[config.mk]
export PLATFORM = sky130hd
export DESIGN_NAME = lsi_irq_ctrl
export DESIGN_NICKNAME = d
export VERILOG_FILES = /design/src/rtl/lsi_irq_pkg.sv /design/src/rtl/lsi_cos_detect.sv /design/src/rtl/lsi_pend_bank.sv /design/src/rtl/lsi_irq_drive.sv /design/src/rtl/lsi_irq_ctrl.sv
export SDC_FILE = /design/constraint.sdc
export NUM_CORES = 1
export LEC_CHECK = 0
export BUFFER_PORTS_ARGS = -buffer_cell sky130_fd_sc_hd__buf_2
export CAP_MARGIN = 20
export CORE_ASPECT_RATIO = 0.7
export CORE_MARGIN = 3
export CORE_UTILIZATION = 40
export CTS_BUF_LIST = sky130_fd_sc_hd__clkbuf_8
export CTS_CLUSTER_SIZE = 30
export DETAILED_ROUTE_END_ITERATION = 8
export PLACE_DENSITY = 0.73
export SLEW_MARGIN = 40
export SYNTH_ARGS = -nofsm -noshare
export SYNTH_HDL_FRONTEND = slang
export SYNTH_HIERARCHICAL = 1
export SYNTH_SLANG_ARGS = --single-unit
[constraint.sdc]
create_clock -name clk -period 3.2 [get_ports clk]
set_input_delay 0.32 -clock clk [delete_from_list [all_inputs] [get_ports clk]]
set_output_delay 0.32 -clock clk [all_outputs]
set_load 0.03 [all_outputs]
[src/rtl/lsi_irq_pkg.sv]
package lsi_irq_pkg;

   // Bit positions of the elastic-buffer events inside the event vector
   localparam int unsigned EVT_OVF = 0;
   localparam int unsigned EVT_UFL = 1;

   // Next value of one pending latch.
   // A clear has priority, then an event qualified by the old mask.
   function automatic logic pend_next(input logic pend_q,
                                      input logic evt,
                                      input logic mask_q,
                                      input logic clr);
      logic nxt;
      if (clr)
         nxt = 1'b0;
      else if (evt && !mask_q)
         nxt = 1'b1;
      else
         nxt = pend_q;
      return nxt;
   endfunction

endpackage

[src/rtl/lsi_cos_detect.sv]
module lsi_cos_detect #(
   parameter int unsigned W           = 6,
   parameter int unsigned SYNC_STAGES = 0
) (
   input  logic         clk,
   input  logic         rst_n,
   input  logic [W-1:0] stat_in,
   output logic [W-1:0] stat_q,
   output logic [W-1:0] chg
);

   localparam int unsigned ARM_LAST = SYNC_STAGES + 1;
   localparam int unsigned ARM_W    = $clog2(SYNC_STAGES + 2);

   logic [W-1:0]     stat_s;
   logic [W-1:0]     prev_q;
   logic [ARM_W-1:0] arm_cnt;
   logic             armed;

   generate
      if (SYNC_STAGES == 0) begin : g_nosync
         assign stat_s = stat_in;
      end else begin : g_sync
         logic [W-1:0] sync_q [SYNC_STAGES];
         always_ff @(posedge clk or negedge rst_n) begin
            if (!rst_n) begin
               for (int s = 0; s < SYNC_STAGES; s++) sync_q[s] <= '0;
            end else begin
               sync_q[0] <= stat_in;
               for (int s = 1; s < SYNC_STAGES; s++) sync_q[s] <= sync_q[s-1];
            end
         end
         assign stat_s = sync_q[SYNC_STAGES-1];
      end
   endgenerate

   // History register plus an arming counter, so that the reset
   // value of the history is never compared against live flags.
   always_ff @(posedge clk or negedge rst_n) begin
      if (!rst_n) begin
         prev_q  <= '0;
         arm_cnt <= '0;
      end else begin
         prev_q <= stat_s;
         if (arm_cnt != ARM_W'(ARM_LAST)) arm_cnt <= arm_cnt + 1'b1;
      end
   end

   assign armed  = (arm_cnt == ARM_W'(ARM_LAST));
   assign chg    = armed ? (stat_s ^ prev_q) : '0;
   assign stat_q = prev_q;

endmodule

[src/rtl/lsi_pend_bank.sv]
module lsi_pend_bank
   import lsi_irq_pkg::*;
#(
   parameter int unsigned W = 8
) (
   input  logic         clk,
   input  logic         rst_n,
   input  logic [W-1:0] evt,
   input  logic         wr_en,
   input  logic [W-1:0] wr_data,
   output logic [W-1:0] pend,
   output logic [W-1:0] mask
);

   logic [W-1:0] clr;
   assign clr = wr_en ? wr_data : '0;

   generate
      for (genvar i = 0; i < W; i++) begin : g_src
         always_ff @(posedge clk or negedge rst_n) begin
            if (!rst_n) begin
               pend[i] <= 1'b0;
               mask[i] <= 1'b0;
            end else begin
               pend[i] <= pend_next(pend[i], evt[i], mask[i], clr[i]);
               if (wr_en) mask[i] <= wr_data[i];
            end
         end
      end
   endgenerate

endmodule

[src/rtl/lsi_irq_drive.sv]
module lsi_irq_drive #(
   parameter int unsigned W       = 8,
   parameter bit          REG_OUT = 1'b0
) (
   input  logic         clk,
   input  logic         rst_n,
   input  logic [W-1:0] pend,
   input  logic [W-1:0] mask,
   output logic         pull_low
);

   logic req;
   assign req = |(pend & ~mask);

   generate
      if (REG_OUT) begin : g_reg
         logic req_q;
         always_ff @(posedge clk or negedge rst_n) begin
            if (!rst_n) req_q <= 1'b0;
            else        req_q <= req;
         end
         assign pull_low = req_q;
      end else begin : g_comb
         assign pull_low = req;
      end
   endgenerate

endmodule

[src/rtl/lsi_irq_ctrl.sv]
module lsi_irq_ctrl
   import lsi_irq_pkg::*;
#(
   parameter int unsigned STAT_W      = 6,
   parameter int unsigned EVT_W       = 2,
   parameter int unsigned SYNC_STAGES = 0,
   parameter bit          REG_OUT     = 1'b0,
   localparam int unsigned SRC_W      = STAT_W + EVT_W
) (
   input  logic              clk,
   input  logic              rst_n,
   input  logic [STAT_W-1:0] stat_in,
   input  logic [EVT_W-1:0]  evt_in,
   input  logic              wr_en,
   input  logic [SRC_W-1:0]  wr_data,
   output logic [SRC_W-1:0]  rd_status,
   output logic              irq_pull_low,
   output logic              irq_n
);

   generate
      if (STAT_W < 1 || STAT_W > 32) begin : g_bad_stat
         $error("lsi_irq_ctrl: STAT_W out of range");
      end
      if (EVT_W <= EVT_UFL) begin : g_bad_evt
         $error("lsi_irq_ctrl: EVT_W must hold overflow and underflow");
      end
      if (SYNC_STAGES > 3) begin : g_bad_sync
         $error("lsi_irq_ctrl: SYNC_STAGES must be 0..3");
      end
   endgenerate

   logic [STAT_W-1:0] stat_q;
   logic [STAT_W-1:0] chg;
   logic [SRC_W-1:0]  pend;
   logic [SRC_W-1:0]  mask;
   logic [SRC_W-1:0]  src_evt;

   lsi_cos_detect #(
      .W           (STAT_W),
      .SYNC_STAGES (SYNC_STAGES)
   ) u_cos (
      .clk     (clk),
      .rst_n   (rst_n),
      .stat_in (stat_in),
      .stat_q  (stat_q),
      .chg     (chg)
   );

   assign src_evt = {evt_in, chg};

   lsi_pend_bank #(
      .W (SRC_W)
   ) u_bank (
      .clk     (clk),
      .rst_n   (rst_n),
      .evt     (src_evt),
      .wr_en   (wr_en),
      .wr_data (wr_data),
      .pend    (pend),
      .mask    (mask)
   );

   lsi_irq_drive #(
      .W       (SRC_W),
      .REG_OUT (REG_OUT)
   ) u_drv (
      .clk      (clk),
      .rst_n    (rst_n),
      .pend     (pend),
      .mask     (mask),
      .pull_low (irq_pull_low)
   );

   assign rd_status = {pend[SRC_W-1:STAT_W], stat_q};
   assign irq_n     = ~irq_pull_low;

endmodule

# == Word-level counts from Yosys, hierarchy flattened ==
# Index checks and enable logic that the tools add are counted.
# word_totals
n_memories,0
latch_bits,0
rom_bits,0
mem_bits_rw,0
register_bits,23
# classes
magnitude_cmp,0
multipliers,0
eq_ne,0
bitwise_logic,4
reduce_logical,25
n_div,0
mux,19
shift,0
addsub,1
# ops
cell,count
$mux 1,17
$reduce_bool 2->1,8
$and 8x8->8,1
$logic_and 1x1->1,8
$logic_not 1->1,8
$mux 8,1
$not 8->8,1
$reduce_or 8->1,1
$mux 6,1
$xor 6x6->6,1
$add 1x1->1 const B,1
$not 1->1,1

# == Longest topological paths before layout ==
# logic_depth
ltp_word,5
mapped_depth,4
depth_no_buf,4

# == By module ==
# Netlist, hierarchy kept.
# modules_own_cells
mod,area_per_inst_um2,cells_each,instances
lsi_pend_bank,644.4,42,1
lsi_cos_detect,269.0,20,1
lsi_irq_drive,62.6,13,1
lsi_irq_ctrl,3.8,1,1

# == Least setup slack after synthesis ==
# OpenSTA, ideal clock, no wires.
# synth_timing
path_type,register -> output
from,reg u_bank.pend[6]
to,out irq_n
n_path_buf,0
path_stages_with_launch,5
slack_ps,1274
arrival_time_ps,1606
t_required_ps,2880
path_cell_list,dfrtp_1 inv_1 o22ai_1 or4_1 inv_1
# synth_between
elab_chain_cells,3
# synth_rtl
item,line,source
"start, declared",lsi_pend_bank.sv:11,"output logic [W-1:0] pend,"
"start signal, assigned by index",lsi_pend_bank.sv:25,"pend[i] <= pend_next(pend[i], evt[i], mask[i], clr[i]);"
$and 8x8->8,lsi_irq_drive.sv:13,assign req = |(pend & ~mask);
$reduce_or 8->1,lsi_irq_drive.sv:13,
net irq_pull_low,lsi_irq_ctrl.sv:17,"output logic irq_pull_low,"
$not 1->1,lsi_irq_ctrl.sv:76,assign irq_n = ~irq_pull_low;
"end, declared",lsi_irq_ctrl.sv:18,output logic irq_n
# The timed path passes the listed nets, and every way through them passes these cells.

# == Final worst setup path ==
# layout_timing
from,reg u_bank.pend[6]
to,out irq_n
# layout_between
elab_chain_cells,3
# layout_rtl
item,line
$and 8x8->8,lsi_irq_drive.sv:13
$reduce_or 8->1,lsi_irq_drive.sv:13
$not 1->1,lsi_irq_ctrl.sv:76
# Every way passes these cells.

==> metrics.csv <==
metric;value;unit
grt_max_degree;24;
tns;0;ps
power_frac_clock;0.270;
end_kind;output pin;
core_area;2240;um^2
start_kind;register;
die_area;3090;um^2
routedWlPerCell;11.7;um
ant_nets;0;
power.internal;0.465;mW
synth.most_common_cell;dfrtp_1;
fin_cells;138;
syn-cell-area;980;um^2
ys_warn_count;6;
cts_resized;0;
postCtsHoldBufs;0;
synth_nets;95;
powerDensity;539;nW/um^2
arrival;1580;ps
outcome;finished, final reports clean;
p_sw;0.171;mW
drv_cap;0;
dp.cells;134;
cts_setup_buffers;0;
path_clk_slew;80;ps
dieHeight;47.4;um
ys_seq_area_frac;0.587;
drt_iter0_markers;7;
met3_usage;0.0574;
die_w;65.2;um
setup_viol;0;
initial_core_util;0.437;
cts.htree.levels;1;
pre_cts_ws;1580;ps
gr-total-overflow;0;
seqPwrFrac;0.535;
crit_type;register to output pin;
wl;1.62;mm
timing.hold.ws;15.5;ps
cts_tree;yes;
cp_max_fo;3;
clock-sinks;23;
fin_crit_sh;0.595;
yosys-top-cells-count;23 x dfrtp_1, 9 x inv_1, 8 x a2bb2oi_1, 8 x nor2b_1;
synthCells;76;
worst_slack;1300;ps
synth_top_area_frac;0.587;
antenna_found_initial;0;
holdCritPathClass;primary input to asynchronous set/reset pin;
synth.ff_latch_count;23;
synth.area.top_cells;dfrtp_1 59%, a2bb2oi_1 7.2%, mux2_2 6.9%;
swShare;0.269;
antenna_cells;0;
synth_top_cell_by_area;dfrtp_1;
clock_skew;4.46;ps
port_buffers;28;
synth-async-reset-ratio;1.00;
vias;622;
grt_pass1_wl;2.77;mm
final_hold_viol_count;0;
drtPass1Iterations;4;
nets;126;
clockBufferDepth;2;
critical_path_required;2880;ps
syn_area_per_cell;12.9;um^2
cts_buffers;3;
grt_pass1_vias;646;
p_leak;0.583;nW
synth_edf_count;0;
clock.fmax;0.525;GHz
grt-busiest-layer;met2;
ys.flop_type;dfrtp_1;
rsz0062_at_grt;no;
drc;0;
root_buffer;clkbuf_8;
use_met1;0.155;
r2r_slack;2140;ps
synth.distinct_cells;13;
gp_congestion;0.688;
clk_latency;260;ps
vias_per_cell;4.51;
layout_min_cycle_time;1900;ps
slew_viol_final;0;
drive_gt1_frac;0.377;
syn2layout_area_growth;20.4;%
io_pins;29;
rows;14;
use_met2;0.199;
p_total;0.636;mW
dp_hpwl;1.23;mm
combinationalPowerShare;0.195;
ir_drop;0.000342;V
grt_usage;0.123;
[layout by cell type (no fill, tap or decap)]
| cell | Yosys | layout |
|---|---|---|
| mux2_4 | 2 | 2 |
| mux2_2 | 6 | 6 |
| buf_2 | 0 | 28 |
| conb_1 | 1 | 1 |
| nor2b_1 | 8 | 8 |
| or4_1 | 1 | 1 |
| clkbuf_8 | 0 | 3 |
| o22ai_1 | 4 | 4 |
| clkinv_2 | 0 | 1 |
| dfrtp_1 | 23 | 23 |
| inv_1 | 9 | 9 |
| and2_1 | 6 | 6 |
| a2bb2oi_1 | 8 | 8 |
| xor2_1 | 6 | 6 |
[registers in the layout (all words and copies together), names as in the netlist]
register       flops
u_bank/mask        8
u_cos/stat_q       6
u_cos/arm_cnt      1
u_bank/pend        8
[critical path, cell delays in order, from the launching register on]
cell and delay, ps:
dfrtp_1 400, inv_1 60, o22ai_1 60, or4_1 550, inv_1 70, buf_2 180
[cell families after synthesis]
kind of cell,count (synthesis),synth area share
AND/OR/NAND/NOR,15,0.0971
multiplexers,8,0.0996
buffers and inverters,11,0.0613
other,1,0.00383
AO/OA/AOI/OAI,12,0.0971
XOR/XNOR,6,0.0536
flip-flops,23,0.587
[through the flow]
step / instance area [um^2] / utilization
after detailed placement: 1130 / 0.506
after global placement: 1130 / 0.506
after CTS: 1180 / 0.526
after global routing: 1180 / 0.526
final: 1180 / 0.526
after floorplan: 980 / -
[final timing paths]
path	start	depth (start not counted)	end
worst min register to register	u_bank/mask[7]	1	u_bank/mask[7]
worst max register to register	u_cos/stat_q[4]	4	u_bank/pend[4]
worst max-delay path	u_bank/pend[6]	5	irq_n
worst min-delay path	rst_n	1	u_bank/pend[6]
max in group asynchronous	rst_n	1	u_bank/pend[1]
min in group clk	stat_in[3]	1	u_cos/stat_q[3]
[power groups by stage]
stage	logic, mW	registers, mW	clock network, mW
floorplan	0.0739	0.356	0
global placement	0.124	0.345	0
detailed placement	0.125	0.346	0
CTS	0.125	0.341	0.182
global route	0.137	0.345	0.190
finish	0.124	0.340	0.172
[routing by layer]
metal  part of all wire  up-vias
met1               0.49      285
met2               0.41       25
met5                  0        -
met4                  0        0
met3              0.099        0
li1                   -      312
[cell type report]
class / count / area [um^2]
timing repair buffer: 28 / 140
fill: 223 / 1060
multi-input combinational: 42 / 344
clock inverter: 1 / 5.00
tap: 32 / 40.0
sequential: 23 / 576
inverter: 9 / 33.8
clock buffer: 3 / 41.3
Note: power is estimated with default switching activity, not from simulation.
